[config.mk]
export PLATFORM = sky130hd
export DESIGN_NAME = wiper_store_seq
export DESIGN_NICKNAME = d
export VERILOG_FILES = /design/src/rtl/wss_pkg.sv /design/src/rtl/wss_nv_array.sv /design/src/rtl/wss_ew_timer.sv /design/src/rtl/wss_wiper_bank.sv /design/src/rtl/wiper_store_seq.sv
export SDC_FILE = /design/constraint.sdc
export NUM_CORES = 1
export LEC_CHECK = 0
export ABC_AREA = 0
export BUFFER_PORTS_ARGS = -buffer_cell sky130_fd_sc_hd__buf_4
export CAP_MARGIN = 40
export CORE_ASPECT_RATIO = 1.1
export CORE_MARGIN = 2
export CORE_UTILIZATION = 40
export DETAILED_ROUTE_END_ITERATION = 8
export SLEW_MARGIN = 10
export SYNTH_ARGS = -nofsm -noshare
export SYNTH_HDL_FRONTEND = slang
export SYNTH_SLANG_ARGS = --single-unit
[constraint.sdc]
create_clock -name clk -period 3.5 [get_ports clk]
set_clock_uncertainty 0.05 [all_clocks]
set_input_delay 0 -clock clk [delete_from_list [all_inputs] [get_ports clk]]
set_output_delay 0 -clock clk [all_outputs]
set_load 0.005 [all_outputs]
[src/rtl/wss_pkg.sv]
package wss_pkg;

    typedef enum logic [1:0] {
        OP_NONE  = 2'b00,
        OP_WRITE = 2'b01,
        OP_READ  = 2'b10,
        OP_STORE = 2'b11
    } op_e;

    typedef enum logic [2:0] {
        ST_LOAD,
        ST_IDLE,
        ST_ARMED,
        ST_BUSY,
        ST_SETTLE
    } seq_st_e;

    // Factory content of the nonvolatile word of channel idx.
    function automatic logic [31:0] factory_word(input int idx);
        return 32'h3C + 32'h21 * idx;
    endfunction

endpackage

[src/rtl/wss_nv_array.sv]
module wss_nv_array
    import wss_pkg::*;
#(
    parameter int NCH = 4,
    parameter int WW  = 8,
    parameter int LAT = 2
) (
    input  logic                   clk,
    input  logic                   rst,
    input  logic                   wr_en,
    input  logic [$clog2(NCH)-1:0] wr_ch,
    input  logic [WW-1:0]          wr_data,
    output logic [NCH*WW-1:0]      words_o
);
    localparam int CHW = $clog2(NCH);

    logic [LAT-1:0] pv;
    logic [CHW-1:0] pa [LAT];
    logic [WW-1:0]  pd [LAT];
    logic [WW-1:0]  mem [NCH];

    always_ff @(posedge clk) begin
        if (rst) begin
            pv <= '0;
            for (int k = 0; k < LAT; k++) begin
                pa[k] <= '0;
                pd[k] <= '0;
            end
            for (int i = 0; i < NCH; i++) begin
                mem[i] <= WW'(factory_word(i));
            end
        end else begin
            pv[0] <= wr_en;
            pa[0] <= wr_ch;
            pd[0] <= wr_data;
            for (int k = 1; k < LAT; k++) begin
                pv[k] <= pv[k-1];
                pa[k] <= pa[k-1];
                pd[k] <= pd[k-1];
            end
            if (pv[LAT-1]) begin
                mem[pa[LAT-1]] <= pd[LAT-1];
            end
        end
    end

    for (genvar g = 0; g < NCH; g++) begin : g_out
        assign words_o[g*WW +: WW] = mem[g];
    end

    // one store commits exactly one word, so the pipe never holds two writes
    assert_single_inflight_R6: assert property (@(posedge clk) disable iff (rst)
        $onehot0(pv));

endmodule

[src/rtl/wss_ew_timer.sv]
module wss_ew_timer #(
    parameter int EW = 16
) (
    input  logic clk,
    input  logic rst,
    input  logic clear,
    input  logic tick,
    output logic done
);
    localparam int CW = $clog2(EW + 1);

    logic [CW-1:0] cnt;

    assign done = tick && (cnt == CW'(EW - 1));

    always_ff @(posedge clk) begin
        if (rst || clear) begin
            cnt <= '0;
        end else if (tick && (cnt != CW'(EW))) begin
            cnt <= cnt + 1'b1;
        end
    end

    // the count only moves on a strobe
    assert_count_on_tick_R6: assert property (@(posedge clk) disable iff (rst)
        (cnt != $past(cnt)) |-> ($past(tick) || $past(clear)));

endmodule

[src/rtl/wss_wiper_bank.sv]
module wss_wiper_bank #(
    parameter int NCH = 4,
    parameter int WW  = 8
) (
    input  logic                   clk,
    input  logic                   rst,
    input  logic                   reload,
    input  logic                   wr_en,
    input  logic [$clog2(NCH)-1:0] wr_ch,
    input  logic [WW-1:0]          wr_data,
    input  logic [NCH*WW-1:0]      nv_words,
    output logic [NCH*WW-1:0]      wipers_o
);
    logic [WW-1:0] w [NCH];

    always_ff @(posedge clk) begin
        if (rst) begin
            for (int i = 0; i < NCH; i++) w[i] <= '0;
        end else begin
            for (int i = 0; i < NCH; i++) begin
                if (reload) begin
                    w[i] <= nv_words[i*WW +: WW];
                end else if (wr_en && (int'(wr_ch) == i)) begin
                    w[i] <= wr_data;
                end
            end
        end
    end

    for (genvar g = 0; g < NCH; g++) begin : g_out
        assign wipers_o[g*WW +: WW] = w[g];
    end

    // a reload copies the stored words into every wiper
    assert_reload_copies_R4: assert property (@(posedge clk) disable iff (rst)
        reload |=> (wipers_o == $past(nv_words)));

endmodule

[src/rtl/wiper_store_seq.sv]
module wiper_store_seq
    import wss_pkg::*;
#(
    parameter int NCH    = 4,
    parameter int WW     = 8,
    parameter int EW_CYC = 16,
    parameter int WR_LAT = 2
) (
    input  logic                   clk,
    input  logic                   rst,
    input  logic                   cs,
    input  logic                   prog_en,
    input  logic                   sck_fall,
    input  logic                   abort_in,
    input  logic                   cmd_valid,
    input  logic [1:0]             cmd_op,
    input  logic [$clog2(NCH)-1:0] cmd_ch,
    input  logic [WW-1:0]          cmd_data,
    output logic [NCH*WW-1:0]      wiper_o,
    output logic                   rd_valid,
    output logic [WW-1:0]          rd_data,
    output logic                   ready,
    output logic                   err_o
);
    localparam int CHW = $clog2(NCH);
    localparam int SW  = $clog2(WR_LAT + 1);

    seq_st_e        st;
    op_e            op;
    logic [CHW-1:0] cap_ch;
    logic [WW-1:0]  cap_data;
    logic [SW-1:0]  settle_cnt;
    logic [NCH*WW-1:0] nv_words;

    logic wr_go, store_go, reload, tmr_done, nv_we, in_store;

    assign op       = op_e'(cmd_op);
    assign in_store = (st == ST_ARMED) || (st == ST_BUSY);
    assign wr_go    = cmd_valid && (op == OP_WRITE) && (st == ST_IDLE) && cs;
    assign store_go = cmd_valid && (op == OP_STORE) && (st == ST_IDLE) && cs && prog_en;
    assign reload   = (st == ST_LOAD) || !cs;
    assign nv_we    = (st == ST_BUSY) && tmr_done && !abort_in;
    assign ready    = (st == ST_IDLE) || (st == ST_ARMED);

    wss_nv_array #(.NCH(NCH), .WW(WW), .LAT(WR_LAT)) u_nv (
        .clk(clk), .rst(rst), .wr_en(nv_we), .wr_ch(cap_ch),
        .wr_data(cap_data), .words_o(nv_words)
    );

    wss_ew_timer #(.EW(EW_CYC)) u_tmr (
        .clk(clk), .rst(rst), .clear(st == ST_ARMED),
        .tick((st == ST_BUSY) && sck_fall), .done(tmr_done)
    );

    wss_wiper_bank #(.NCH(NCH), .WW(WW)) u_wip (
        .clk(clk), .rst(rst), .reload(reload), .wr_en(wr_go),
        .wr_ch(cmd_ch), .wr_data(cmd_data), .nv_words(nv_words),
        .wipers_o(wiper_o)
    );

    always_ff @(posedge clk) begin
        if (rst) begin
            st         <= ST_LOAD;
            cap_ch     <= '0;
            cap_data   <= '0;
            settle_cnt <= '0;
            err_o      <= 1'b0;
        end else begin
            case (st)
                ST_LOAD: st <= ST_IDLE;
                ST_IDLE: begin
                    if (store_go) begin
                        cap_ch   <= cmd_ch;
                        cap_data <= wiper_o[cmd_ch*WW +: WW];
                        err_o    <= 1'b0;
                        st       <= ST_ARMED;
                    end
                end
                ST_ARMED: begin
                    if (abort_in) begin
                        err_o <= 1'b1;
                        st    <= ST_IDLE;
                    end else if (sck_fall) begin
                        st <= ST_BUSY;
                    end
                end
                ST_BUSY: begin
                    if (abort_in) begin
                        err_o <= 1'b1;
                        st    <= ST_IDLE;
                    end else if (tmr_done) begin
                        settle_cnt <= '0;
                        st         <= ST_SETTLE;
                    end
                end
                ST_SETTLE: begin
                    if (settle_cnt == SW'(WR_LAT - 1)) begin
                        st <= ST_IDLE;
                    end else begin
                        settle_cnt <= settle_cnt + 1'b1;
                    end
                end
                default: st <= ST_IDLE;
            endcase
        end
    end

    always_ff @(posedge clk) begin
        if (rst) begin
            rd_valid <= 1'b0;
            rd_data  <= '0;
        end else begin
            rd_valid <= cmd_valid && (op == OP_READ) && (st != ST_LOAD);
            rd_data  <= nv_words[cmd_ch*WW +: WW];
        end
    end

    // busy begins only on a serial falling-edge strobe
    assert_busy_on_strobe_R6: assert property (@(posedge clk) disable iff (rst)
        $fell(ready) |-> $past(sck_fall));

    // stored words change only as a store finishes settling
    assert_nv_commit_only_R6: assert property (@(posedge clk) disable iff (rst)
        (nv_words != $past(nv_words)) |-> ($past(st) == ST_SETTLE));

    // a store is armed only with program enable high
    assert_prog_gate_R5: assert property (@(posedge clk) disable iff (rst)
        ((st == ST_ARMED) && ($past(st) == ST_IDLE)) |-> $past(prog_en && cs));

    // the error flag is raised only by an abort
    assert_err_from_abort_R7: assert property (@(posedge clk) disable iff (rst)
        $rose(err_o) |-> $past(abort_in));

    // with chip select high, wipers hold while a store is in flight
    assert_no_write_busy_R8: assert property (@(posedge clk) disable iff (rst)
        ($past(in_store) && $past(cs)) |-> (wiper_o == $past(wiper_o)));

endmodule

==> results.cfg, run 1 <==
[yosys]
ys_seq_area_frac = 0.605
yosysTopAreaCellShare = 0.393
yosys_register_bits = 116
synth_area_leaders = edfxtp_1, dfxtp_1, mux4_2
synth_fp_nets = 378
syn_area_sq_mm = 0.00490
synth.yosys.warnings = 0
async_flop_share = 0
syn_inst = 355
syn_area_per_cell_sq_um = 13.8
ys_types = 50
synth_ff_type = edfxtp_1
synth_top_cell_by_area = edfxtp_1
synth_edf_count = 64

[clocking]
cts_tree = yes
cts_inserted_buffers = 17
cts.path.max_buffers = 2
clkLatencyLatePin_ns = 0.40
cts.clk_slew.worst_paths_ns = 0.05
htree_levels = 4
cts_num_sinks = 116
root_buffer = clkbuf_16

[worst_hold_path]
hp-start = cmd_ch[0]
min_path_type = in2reg
min_path_cells = 3
whs_endpoint = cap_ch[0]$_SDFFE_PP0P_

[layout]
num_antenna_cells = 0
final_cell_mix = buf_4, edfxtp_1, dfxtp_1
layout_commonest_cell = buf_4
final_util = 0.521
drive_above_1_share = 0.276
area_growth_pct = 27.5
nets = 459
n_fill_cell = 1002

[critical_path]
path_buf_inv = 1
crit_type = reg2reg
critPathTopFamily = simple AND/OR/NAND/NOR gates
r2r_end = u_wip.w[3][7]$_DFFE_PP_
r2r_slack_ns = 1.08
setup.worst_path.end_class = register
crit_fanout = 24
max_stage_delay_ns = 0.55
cp_cell_sequence = or3b_1, nor4_4, buf_4, a32o_1
cp-start-kind = register
arrival_ns = 2.64
worst_path_max_delay_cell = nor4_4
reg2reg_from = st[0]$_SDFFE_PP0P_
cp.required_ns = 3.72
worst-r2r-cell-count = 4

[timing]
slew_headroom = 0.511
setup_viol = 0
tightest_slew_ns = 0.732
fin_hold_ws_ns = 0.0235
rsz0062_at_grt = no
min_period_ns = 2.42
hold_violations = 0
max_freq_ghz = 0.413
tns_ns = 0
fin_crit_sh = 0.693
final_max_slew_viol_count = 0

[grt]
grt_pass1_vias = 3245
antenna_found_initial = 1
grt.total_usage = 0.182
grt_pass1_wl_um = 17700
grt_start_max_net_pins = 54
grt-ovfl-total = 0

[drt]
drtIter0Drc = 160
post_drt_wl_per_cell_um = 18.8
drc_errors = 0
dr_total_vias = 3230
detail_route.vias_per_cell = 5.36
ant_nets = 0
finalWirelength_um = 11300
drtPass1Iterations = 5

[pwr]
switchingPower_mw = 0.819
intPower_mw = 2.73
power_frac_seq = 0.443
power_mw = 3.55
power_per_cell_area_mw_per_mm2 = 568
leakagePower_nw = 2.29
pwr-share-comb = 0.082
peakVddDrop_mv = 0.355
switching_share = 0.231
clkPwrFrac = 0.475

[placed_design]
dp_hpwl_um = 7940
io_buffers = 61
gp_congestion = 0.801

[floorplanning]
die_w_um = 109
fp.dieH_um = 120
dieArea_sq_mm = 0.0131
io_pins = 62
core_area_sq_mm = 0.0120
initial_core_util = 0.409
rows = 42

[outcome]
outcome = finished clean

[job]
maxCapViolCount = 0
==> metrics by stage <==
step	instance area, sq um	setup slack, ns	instances
floorplan	4900	1.04	355
global placement	5480	1.16	553
detailed placement	5480	1.15	553
CTS	6240	1.11	603
global route	6240	0.945	603
finish	6240	1.08	603
==> cell families (layout without fill, tap and decap cells) <==
| group | after synthesis | after routing | synth area share |
|---|---|---|---|
| AOI/OAI and AO/OA | 71 | 71 | 0.122 |
| xor gates and xnor gates | 1 | 1 | 0.00179 |
| adders and majority gates | 4 | 4 | 0.0102 |
| buffers and inverters | 30 | 124 | 0.0299 |
| DFF | 116 | 116 | 0.605 |
| muxes | 16 | 16 | 0.0736 |
| and+or+nand+nor | 117 | 117 | 0.157 |
==> state kept, by name (all words and copies together), names as in the netlist <==
name,count
u_nv.mem,32
u_wip.w,32
u_nv.pd,16
cap_data,8
rd_data,8
u_tmr.cnt,5
u_nv.pa,4
st,3
cap_ch,2
settle_cnt,2
u_nv.pv,2
err_o,1
rd_valid,1
==> cells in the mapped netlist (all sizes together) (2+ instances only) <==
cell type  number
a21bo           2
a21oi          10
a22o            8
a32o           32
and2           13
and3            2
buf            10
clkbuf         14
dfxtp          52
edfxtp         64
ha              4
inv             6
mux4           16
nand2           5
nand2b         25
nand3           5
nand4           2
nor2            5
nor2b          34
nor3            3
nor3b           4
nor4            3
nor4b           2
o211ai          2
o21ai           6
o31ai           3
or2             3
or3             2
or4             2
==> worst reg2reg max path, delay by kind of cell, from the launching register on <==
family	cells	cell delay [ns]
AO/OA/AOI/OAI	1	0.23
buffers and inverters	1	0.37
flip-flops	1	0.54
AND/OR/NAND/NOR	2	1.09
==> timing repair <==
action | CTS | global route
endpoints found under the setup margin | 0 | 0
setup buffers | 0 | 0
hold endpoints to repair | 37 | 0
resized for setup | 0 | 0
hold buffers | 18 | 0
==> layer usage <==
layer	routed length, um	GRT usage
met5	0	0
met1	5120	0.251
met2	5510	0.285
met4	116	0.0649
met3	588	0.0364
==> power by group through the flow <==
| stage | combinational [mW] | sequential [mW] | clock [mW] |
|---|---|---|---|
| 2_1_floorplan | 0.150 | 1.58 | 0 |
| 3_3_place_gp | 0.274 | 1.60 | 0 |
| 3_5_place_dp | 0.279 | 1.60 | 0 |
| 4_1_cts | 0.295 | 1.57 | 1.71 |
| 5_1_grt | 0.315 | 1.58 | 1.77 |
| 6_report | 0.292 | 1.57 | 1.68 |
==> how the worst max path moves through the flow <==
stage	endpoint	start	cells past startpoint	slack [ns]
floorplan	u_wip.w[0][0]$_SDFFCE_PN0P_	st[1]$_SDFFE_PP0P_	4	1.04
global placement	u_wip.w[0][6]$_SDFFCE_PN0P_	st[0]$_SDFFE_PP0P_	4	1.16
detailed placement	u_wip.w[0][5]$_SDFFCE_PN0P_	st[0]$_SDFFE_PP0P_	4	1.15
CTS	u_wip.w[0][5]$_SDFFCE_PN0P_	st[0]$_SDFFE_PP0P_	4	1.11
global route	u_wip.w[1][2]$_SDFFCE_PN0P_	st[0]$_SDFFE_PP0P_	4	0.94
finish	u_wip.w[3][7]$_DFFE_PP_	st[0]$_SDFFE_PP0P_	4	1.08
==> cell type report <==
type	count	area [sq um]	share of cell area
timing repair buffer	86	691	0.111
tap	154	193	0.0309
clock inverter	15	158	0.0253
clock buffer	17	425	0.0681
multi-input combinational	209	1790	0.287
sequential	116	2960	0.475
inverter	6	22.5	0.00361
Note: power is estimated with default switching activity, not from simulation.
==> inputs of run 2 (changes only) <==
==> constraint.sdc (replaced) <==
create_clock -name clk -period 2.4 [get_ports clk]
set_clock_uncertainty 0.05 [all_clocks]
set_input_delay 0 -clock clk [delete_from_list [all_inputs] [get_ports clk]]
set_output_delay 0 -clock clk [all_outputs]
set_load 0.005 [all_outputs]
==> results.cfg, run 2 (synthesized netlist as in run 1, its figures left out) <==
[layout]
final_cell_mix = buf_4, edfxtp_1, dfxtp_1
nets = 467
n_fill_cell = 1025
multiInputGateArea_sq_mm = 0.00180
reg_top3 = u_nv.mem (32), u_wip.w (32), u_nv.pd (16)
fin_area_sq_mm = 0.00628
num_antenna_cells = 0
layout_commonest_cell = buf_4
final_util = 0.524
regArea_sq_mm = 0.00296
area_growth_pct = 28.3
drive_above_1_share = 0.291

[worst_hold_path]
min_path_type = in2reg
min_path_cells = 3

[placed_design]
post-place-ws_ns = 0.407
io_buffers = 61
dp_hpwl_um = 8080
gp_congestion = 0.766
dpl_cell_area_sq_mm = 0.00554

[clocking]
cts.clk_slew.worst_paths_ns = 0.05
clkLatencyLatePin_ns = 0.41
cts_num_sinks = 116
root_buffer = clkbuf_16
cts_inserted_buffers = 17
cts_tree = yes
htree_levels = 4
cts_setup_buffers = 0
ctsResizeCount = 0
holdBufCountCts = 18
cts.path.max_buffers = 2

[drt]
detail_route.vias_per_cell = 5.37
ant_nets = 0
drc_errors = 0
drtPass1Iterations = 5
finalWirelength_um = 11600
post_drt_wl_per_cell_um = 18.9
drtIter0Drc = 254
dr_total_vias = 3279

[grt]
antenna_found_initial = 0
grt_pass1_wl_um = 18000
grt.total_usage = 0.185
grt-ovfl-total = 0
grt_pass1_vias = 3271
grt_start_max_net_pins = 54

[timing]
tightest_slew_ns = 0.600
final_max_slew_viol_count = 0
max_freq_ghz = 0.473
setup_ws_ns = 0.287
min_period_ns = 2.11
rsz0062_at_grt = no
slew_headroom = 0.598
tns_ns = 0
fin_hold_ws_ns = 0.0193
fin_crit_sh = 0.880
hold_violations = 0
setup_viol = 0

[critical_path]
cp-start-kind = register
worst-r2r-cell-count = 6
crit_fanout = 4
worst_path_max_delay_cell = dlygate4sd3_1
crit_type = reg2reg
setup.worst_path.end_class = register
cp_cell_sequence = ha_1, and3_1, ha_1, a311o_1, dlygate4sd3_1, a21oi_1
arrival_ns = 2.39
cp_common_cell = ha_1
max_stage_delay_ns = 0.55
cp.required_ns = 2.68

[floorplanning]
io_pins = 62
dieArea_sq_mm = 0.0131
die_w_um = 109
core_area_sq_mm = 0.0120
initial_core_util = 0.409
rows = 42
fp.dieH_um = 120

[pwr]
power_per_cell_area_mw_per_mm2 = 804
peakVddDrop_mv = 0.457
leakagePower_nw = 2.33

[job]
maxCapViolCount = 0

[outcome]
outcome = finished clean
==> run 2: layout make-up <==
type,count,area share
clock buffer,20,0.0763
clock inverter,12,0.0124
inverter,6,0.00359
multi-input combinational,209,0.286
sequential,116,0.472
tap,154,0.0307
timing repair buffer,94,0.120
==> run 2: worst paths after layout <==
path,start,endpoint,slack (ns)
hold / removal,cmd_ch[0],cap_ch[0]$_SDFFE_PP0P_,0.02
setup reg to reg,u_tmr.cnt[0]$_SDFFE_PP0P_,st[1]$_SDFFE_PP0P_,0.29
setup / recovery,u_tmr.cnt[0]$_SDFFE_PP0P_,st[1]$_SDFFE_PP0P_,0.29
hold reg to reg,u_nv.pd[0][1]$_SDFF_PP0_,u_nv.pd[0][9]$_SDFF_PP0_,0.39
==> run 2: worst max-delay path, delay by kind of cell, from the launching register on <==
family,cells,cell delay (ns)
buffers and inverters,1,0.55
AO/OA/AOI/OAI,2,0.48
adder cells (fa/ha/maj),2,0.44
flip-flops,1,0.34
AND/OR/NAND/NOR,1,0.19
==> run 2: routing by layer <==
layer	GRT usage	routed length [um]	up-vias
li1	-	-	1559
met1	0.253	5300	1607
met2	0.285	5540	100
met3	0.0478	570	13
met4	0.0665	138	0
met5	0	0	-
==> run 2: stage by stage <==
step | std cells | power [mW]
3_3_place_gp | 561 | 2.74
6_report | 611 | 5.05
5_1_grt | 611 | 5.23
4_1_cts | 611 | 5.08
2_1_floorplan | 355 | 2.52
3_5_place_dp | 561 | 2.75
==> run 2: report_power, final <==
part,internal (mW),switching (mW)
Combinational,0.242,0.204
Sequential,2.21,0.0701
Clock,1.43,0.889
Total,3.89,1.16
